[src/rtl/ser_chain_pkg.sv]
package ser_chain_pkg;

    typedef enum logic {
        MODE_CASCADE = 1'b0,
        MODE_SINGLE  = 1'b1
    } chain_mode_e;

    typedef struct packed {
        logic busy;
        logic last;
    } shift_stat_t;

    // Ownership after reset: stand-alone always owns, else first-load low owns.
    function automatic logic tok_reset_value(input logic tok_level, input logic first_load);
        return tok_level | ~first_load;
    endfunction

endpackage

[src/rtl/ser_tok_ctrl.sv]
module ser_tok_ctrl
    import ser_chain_pkg::*;
(
    input  logic        clk,
    input  logic        rst,
    input  logic        fl_dir,
    input  logic        tok_in,
    input  logic        word_done,
    output chain_mode_e mode,
    output logic        has_tok,
    output logic        tok_rx
);

    // Token pulses only count in a chain.
    assign tok_rx = tok_in && (mode == MODE_CASCADE);

    always_ff @(posedge clk) begin
        if (rst) begin
            mode    <= tok_in ? MODE_SINGLE : MODE_CASCADE;
            has_tok <= tok_reset_value(tok_in, fl_dir);
        end else if (mode == MODE_SINGLE) begin
            has_tok <= 1'b1;
        end else if (tok_rx) begin
            has_tok <= 1'b1;
        end else if (word_done) begin
            has_tok <= 1'b0;
        end
    end

endmodule

[src/rtl/ser_word_shifter.sv]
module ser_word_shifter
    import ser_chain_pkg::*;
#(
    parameter int WORD_W = 16
) (
    input  logic              clk,
    input  logic              rst,
    input  logic              start,
    input  logic              msb_first,
    input  logic [WORD_W-1:0] word,
    output shift_stat_t       stat,
    output logic              bit_out
);

    localparam int CW = (WORD_W > 1) ? $clog2(WORD_W) : 1;
    localparam logic [CW-1:0] LAST_IDX = CW'(WORD_W - 1);

    logic [WORD_W-1:0] ordered;
    logic [WORD_W-1:0] shreg;
    logic [CW-1:0]     cnt;
    logic              busy;

    // Place the first bit to leave at position 0.
    for (genvar b = 0; b < WORD_W; b++) begin : g_order
        assign ordered[b] = msb_first ? word[WORD_W-1-b] : word[b];
    end

    always_ff @(posedge clk) begin
        if (rst) begin
            busy  <= 1'b0;
            cnt   <= '0;
            shreg <= '0;
        end else if (start) begin
            busy  <= 1'b1;
            cnt   <= '0;
            shreg <= ordered;
        end else if (busy) begin
            if (cnt == LAST_IDX) begin
                busy <= 1'b0;          // last bit stays on the line
            end else begin
                cnt   <= cnt + 1'b1;
                shreg <= shreg >> 1;
            end
        end
    end

    assign stat.busy = busy;
    assign stat.last = busy && (cnt == LAST_IDX);
    assign bit_out   = shreg[0];

endmodule

[src/rtl/ser_token_slice.sv]
module ser_token_slice
    import ser_chain_pkg::*;
#(
    parameter int WORD_W = 16
) (
    input  logic              clk,
    input  logic              rst,
    input  logic              fl_dir,
    input  logic              tok_in,
    input  logic              almost_in,
    input  logic              word_valid,
    input  logic [WORD_W-1:0] word_data,
    output logic              word_take,
    output logic              ser_data,
    output logic              ser_oe,
    output logic              tok_out
);

    chain_mode_e mode;
    shift_stat_t stat;
    logic        has_tok;
    logic        tok_rx;
    logic        single;
    logic        start;
    logic        oe_hold;
    logic        tok_pulse;

    assign single = (mode == MODE_SINGLE);

    // Load when owning (or just handed the token) and idle; stand-alone may
    // also reload on the last bit for a gapless stream.
    assign start = !rst && word_valid &&
                   ((!stat.busy && (has_tok || tok_rx)) || (stat.last && single));

    ser_tok_ctrl u_tok (
        .clk       (clk),
        .rst       (rst),
        .fl_dir    (fl_dir),
        .tok_in    (tok_in),
        .word_done (stat.last),
        .mode      (mode),
        .has_tok   (has_tok),
        .tok_rx    (tok_rx)
    );

    ser_word_shifter #(.WORD_W(WORD_W)) u_shift (
        .clk       (clk),
        .rst       (rst),
        .start     (start),
        .msb_first (fl_dir),
        .word      (word_data),
        .stat      (stat),
        .bit_out   (ser_data)
    );

    always_ff @(posedge clk) begin
        if (rst) begin
            oe_hold <= 1'b0;
        end else if (start) begin
            oe_hold <= 1'b1;
        end
    end

    assign tok_pulse = !rst && !single && stat.last;
    assign tok_out   = (!rst && single) ? almost_in : tok_pulse;
    assign ser_oe    = single ? oe_hold : stat.busy;
    assign word_take = start;

endmodule

[config.mk]
export PLATFORM = sky130hd
export DESIGN_NAME = ser_token_slice
export DESIGN_NICKNAME = d
export VERILOG_FILES = /design/src/rtl/ser_chain_pkg.sv /design/src/rtl/ser_tok_ctrl.sv /design/src/rtl/ser_word_shifter.sv /design/src/rtl/ser_token_slice.sv
export SDC_FILE = /design/constraint.sdc
export NUM_CORES = 1
export LEC_CHECK = 0
export BUFFER_PORTS_ARGS = -buffer_cell sky130_fd_sc_hd__buf_2
export CORE_MARGIN = 2
export CORE_UTILIZATION = 28
export CTS_CLUSTER_DIAMETER = 120
export CTS_CLUSTER_SIZE = 24
export DETAILED_ROUTE_END_ITERATION = 12
export HOLD_SLACK_MARGIN = 0.12
export SYNTH_ARGS = -nofsm -noshare
export SYNTH_HDL_FRONTEND = slang
export SYNTH_HIERARCHICAL = 1
export SYNTH_SLANG_ARGS = --single-unit
[constraint.sdc]
create_clock -name clk -period 3 [get_ports clk]
set_input_delay 0 -clock clk [delete_from_list [all_inputs] [get_ports clk]]
set_output_delay 0 -clock clk [all_outputs]
set_load 0.03 [all_outputs]
Yosys cells after proc, flatten, opt, wreduce, memory -nomap -nowiden
Cells that the tools add are included.

Logic and storage cells: 61. Output and inout port bits: 4. Register bits after elaboration: 24. Input port bits: 22.

Add/sub/neg operators: 1. Bitwise operators: 4. Eq/ne operators: 2. Multiplexer cells: 29. Reduce and logical (&&, ||, !) cells: 19.

Operator list (count): $mux W16 (3); $mux W1 (26); $logic_and A1 B1 Y1 (9); $add A4 B1 Y4 const B (1); $eq A4 B4 Y1 const B (1); $reduce_and A2 Y1 (2); $reduce_bool A4 Y1 (1); $logic_not A1 Y1 (3); $not A1 Y1 (3); $logic_or A1 B1 Y1 (2); $ne A2 B2 Y1 const B (1); $reduce_bool A2 Y1 (1); $reduce_or A2 Y1 (1); $or A1 B1 Y1 (1).

Logic depth before layout (Yosys ltp)
Depth after elaboration: 8. Mapped depth: 9. Depth with buffers taken out: 7.

Modules after synthesis
The synthesis kept the hierarchy.

Modules (own cells, without submodules): ser_word_shifter (area an instance 1268.7 um^2, cells each 135, times used 1, sequential area each 420.4 um^2); ser_token_slice (area an instance 108.9 um^2, cells each 11, times used 1, sequential area each 20.0 um^2); ser_tok_ctrl (area an instance 93.8 um^2, cells each 7, times used 1, sequential area each 60.1 um^2).

Worst setup path after synthesis
No wires, ideal clock.

Kind: reg2reg. Start point: register u_shift.busy. End point: register u_shift.shreg[10]. Setup time: 0.125 ns. Required time: 2.875 ns. Clock period less this slack: 2.328 ns. Buffers on the path: 3. Cell stages (with the launch flop): 9. Arrival time: 2.203 ns. Setup slack: 0.672 ns. Cells stage by stage: dfxtp_1 clkbuf_1 and4_1 nand2_1 a211oi_2 buf_2 buf_1 a21o_1 a211oi_2.

RTL lines: start: declaration (line ser_word_shifter.sv:21) `logic busy;`; start signal: assignment (line ser_word_shifter.sv:30) `busy <= 1'b0;`; start signal: assignment (line ser_word_shifter.sv:34) `busy <= 1'b1;`; start signal: assignment (line ser_word_shifter.sv:39) `busy <= 1'b0;`; end signal: assignment (line ser_word_shifter.sv:36) `shreg <= ordered;`; end signal: assignment (line ser_word_shifter.sv:42) `shreg <= shreg >> 1;`; end: declaration (line ser_word_shifter.sv:19) `logic [WORD_W-1:0] shreg;`.

==> flow_results.xml <==
<?xml version="1.0" encoding="UTF-8"?>
<metrics>
  <group name="sta">
    <metric name="finalSetupViolations" unit="">0</metric>
    <metric name="slew_headroom" unit="">0.443</metric>
    <metric name="finalWorstPathRequiredPeriod" unit="ps">2280</metric>
    <metric name="hold_viol" unit="">0</metric>
    <metric name="setup_total_negative_slack" unit="ps">0</metric>
    <metric name="finClkSkew" unit="ps">3.65</metric>
    <metric name="slew_of_the_pin_with_the_lowest_slew_margin" unit="ps">835</metric>
    <metric name="slew_viol_final" unit="">0</metric>
    <metric name="min_period_over_period" unit="">0.760</metric>
    <metric name="top_achievable_clock_speed" unit="MHz">439</metric>
    <metric name="unrepaired_setup_endpoints_after_global_routing" unit="">false</metric>
  </group>
  <group name="worst_setup_path">
    <metric name="timing.critical_path.arrival" unit="ps">2440</metric>
    <metric name="path_cells" unit="">ha_1 &gt; and4_1 &gt; nand2_1 &gt; a211oi_4 &gt; buf_4 &gt; nor2_1 &gt; a21boi_0 &gt; a211oi_1</metric>
    <metric name="critical-path-max-stage-delay" unit="ps">380</metric>
    <metric name="crit_start_category" unit="">register</metric>
    <metric name="crit_slowest_cell" unit="">dfxtp_1</metric>
    <metric name="required" unit="ps">3160</metric>
    <metric name="reg2reg_slack" unit="ps">720</metric>
    <metric name="category_of_the_most_critical_setup_path" unit="">reg2reg</metric>
    <metric name="timing.critical_path.to_type" unit="">register</metric>
    <metric name="cp_max_fo" unit="">38</metric>
    <metric name="critical_path.top_delay_family" unit="">compound AO/OA/AOI/OAI gates</metric>
    <metric name="critPathBufInv" unit="">1</metric>
  </group>
  <group name="die">
    <metric name="pin_count" unit="">26</metric>
    <metric name="die_x" unit="um">76.5</metric>
    <metric name="die_area" unit="mm^2">0.00585</metric>
    <metric name="initial_core_util" unit="">0.290</metric>
    <metric name="die-height" unit="um">76.5</metric>
    <metric name="row_count" unit="">26</metric>
    <metric name="core" unit="mm^2">0.00507</metric>
  </group>
  <group name="power_and_ir_drop">
    <metric name="power_density" unit="mW/mm^2">439</metric>
    <metric name="switchingPower" unit="uW">214</metric>
    <metric name="total_leakage_power" unit="uW">0.000712</metric>
    <metric name="irDropWorstVdd" unit="mV">0.169</metric>
    <metric name="power.switching_fraction" unit="">0.290</metric>
    <metric name="internal_power" unit="uW">524</metric>
    <metric name="comb_power_share" unit="">0.252</metric>
    <metric name="clockPowerShare" unit="">0.254</metric>
    <metric name="seq_power_share" unit="">0.494</metric>
  </group>
  <group name="clock_network">
    <metric name="cts_num_sinks" unit="">24</metric>
    <metric name="ctsRootBufferMaster" unit="">clkbuf_8</metric>
    <metric name="clockBufferDepth" unit="">2</metric>
    <metric name="worst_skew_pair.late_latency" unit="ps">260</metric>
    <metric name="ctsHtreeMaxLevel" unit="">1</metric>
    <metric name="cts_post_setup_buffers_inserted" unit="">0</metric>
    <metric name="clock_tree_from_tritoncts" unit="">built</metric>
    <metric name="cts_made_buffers" unit="">3</metric>
    <metric name="clkSlewWorstSetupHoldPaths" unit="ps">80</metric>
  </group>
  <group name="routing">
    <metric name="initialDrtViolationCount" unit="">57</metric>
    <metric name="drt_pass1_iterations" unit="">4</metric>
    <metric name="routed_wl" unit="mm">3.15</metric>
    <metric name="antenna_left" unit="">0</metric>
    <metric name="detail_route.drc_violations" unit="">0</metric>
    <metric name="wl_per_cell" unit="um">13.0</metric>
    <metric name="via_per_inst" unit="">4.89</metric>
    <metric name="num_vias" unit="">1184</metric>
  </group>
  <group name="grt">
    <metric name="grt_overflow_total" unit="">0</metric>
    <metric name="grt_pass1_wl" unit="mm">5.39</metric>
    <metric name="first_global_vias" unit="">1178</metric>
    <metric name="grt_util_all_layers" unit="">0.109</metric>
    <metric name="grt_start_max_net_pins" unit="">39</metric>
    <metric name="antenna_found_initial" unit="">0</metric>
  </group>
  <group name="yosys">
    <metric name="yosys_warnings" unit="">6</metric>
    <metric name="syn-instance-count" unit="">153</metric>
    <metric name="synth_seq_area_share" unit="">0.340</metric>
    <metric name="synth.distinct_cells" unit="">38</metric>
    <metric name="syn_area" unit="mm^2">0.00147</metric>
    <metric name="async_flop_share" unit="">0</metric>
    <metric name="ys.flop_type" unit="">dfxtp_1</metric>
    <metric name="postSynthRegisterBits" unit="">24</metric>
    <metric name="syn_nets" unit="">176</metric>
    <metric name="syn_avg_cell_area" unit="um^2">9.62</metric>
    <metric name="synth_enable_flop_cells" unit="">2</metric>
  </group>
  <group name="cells_and_area">
    <metric name="flow.area_growth_from_synthesis" unit="%">14.2</metric>
    <metric name="final_common_cell" unit="">buf_2</metric>
    <metric name="filler_cell_count" unit="">565</metric>
    <metric name="antenna_fix_cells" unit="">0</metric>
    <metric name="post_route_cells_drive_above_1_share" unit="">0.297</metric>
    <metric name="layout.cells.most_common_list" unit="">25 x buf_2, 22 x dfxtp_1, 16 x mux2i_1, 16 x nor2_1, 13 x a21o_1</metric>
    <metric name="final_cell_count_no_fill" unit="">242</metric>
    <metric name="final_net_count" unit="">197</metric>
    <metric name="finish.instance_area" unit="mm^2">0.00168</metric>
  </group>
  <group name="placed_design">
    <metric name="gp_congestion" unit="">0.757</metric>
    <metric name="place.port_buffers" unit="">25</metric>
    <metric name="placed_area" unit="mm^2">0.00162</metric>
    <metric name="post-place-cells" unit="">237</metric>
    <metric name="detailed_place_hpwl" unit="mm">2.11</metric>
  </group>
  <group name="worst_hold_path">
    <metric name="worst_hold_path_type" unit="">in2reg</metric>
  </group>
  <group name="run_status">
    <metric name="status" unit="">complete, no violations</metric>
  </group>
  <group name="flow_run">
    <metric name="maxCapViolations" unit="">0</metric>
  </group>
</metrics>
-- cell type report --
| class | instances | area [um^2] | share of cell area |
|---|---|---|---|
| Sequential cell | 24 | 500 | 0.298 |
| Clock buffer | 3 | 41.3 | 0.0246 |
| Inverter | 3 | 11.3 | 0.00670 |
| Multi-Input combinational cell | 113 | 880 | 0.523 |
| Tap cell | 70 | 87.6 | 0.0521 |
| Timing Repair Buffer | 29 | 160 | 0.0953 |
-- cells in the mapped netlist, types with 3 or more instances --
library cell,instances,area [um^2]
a21o_1,13,97.6
a21boi_0,11,82.6
nor2_1,16,60.1
clkbuf_1,3,11.3
buf_2,3,15.0
mux2i_1,16,160
inv_1,3,11.3
a21oi_1,7,35.0
nand2_1,4,15.0
a211oi_1,6,45.0
a211oi_2,12,150
o21ai_0,4,20.0
dfxtp_1,22,440
-- power groups by stage --
stage | Sequential (uW) | Combinational [uW] | Clock [uW]
floorplan | 373 | 144 | 0
global placement | 372 | 184 | 0
detailed placement | 372 | 184 | 0
CTS | 365 | 187 | 192
global route | 368 | 207 | 203
finish | 364 | 186 | 187
-- path summary, 6_finish.rpt --
| kind | depth (start not counted) | start | end |
|---|---|---|---|
| worst max-delay path | 8 | u_shift/cnt[0]$_SDFFE_PP0P_ | u_shift/shreg[2]$_SDFFE_PP0P_ |
| worst min-delay path | 4 | word_data[15] | u_shift/shreg[15]$_SDFFE_PP0P_ |
| worst max register to register | 8 | u_shift/cnt[0]$_SDFFE_PP0P_ | u_shift/shreg[2]$_SDFFE_PP0P_ |
| worst min register to register | 2 | u_shift/cnt[1]$_SDFFE_PP0P_ | u_shift/cnt[1]$_SDFFE_PP0P_ |
-- worst register-to-register path, delay by kind of cell, from the launching register on --
family / cells / cell delay, ps
AOI/OAI and AO/OA: 3 / 610
adders and majority gates: 1 / 290
buffers and inverters: 1 / 370
DFF: 1 / 380
and+or+nand+nor: 3 / 530
-- sequential cells by signal, summed over array words and instances (netlist names) --
signal	count
u_shift/shreg	16
oe_hold	1
u_shift/busy	1
u_tok/has_tok	1
u_tok/mode	1
u_shift/cnt	4
-- stage by stage --
step	power, uW	hold slack, ps	setup slack [ps]	util
CTS	744	147	730	0.331
finish	738	143	720	0.331
detailed placement	556	233	772	0.319
global placement	555	236	760	0.319
global route	778	183	510	0.331
floorplan	516	64.6	672	-
-- metal layers --
metal / up-vias / GRT usage / wire length [um]
li1: 605 / - / -
met1: 566 / 0.152 / 1610
met5: - / 0 / 0
met4: 0 / 0.0327 / 14
met2: 11 / 0.180 / 1460
met3: 2 / 0.00948 / 60
-- cell families after synthesis --
logic type	after synthesis	share of synthesized area
simple gates	36	0.129
flops	24	0.340
mux	18	0.124
compound gates	58	0.331
buf+inv	16	0.0672
fa+ha+maj	1	0.00850
-- timing repair --
item,in CTS,in global routing
hold buffers,2,0
hold endpoints to repair,4,0
resized for setup,0,0
Note: power is estimated with default switching activity, not from simulation.
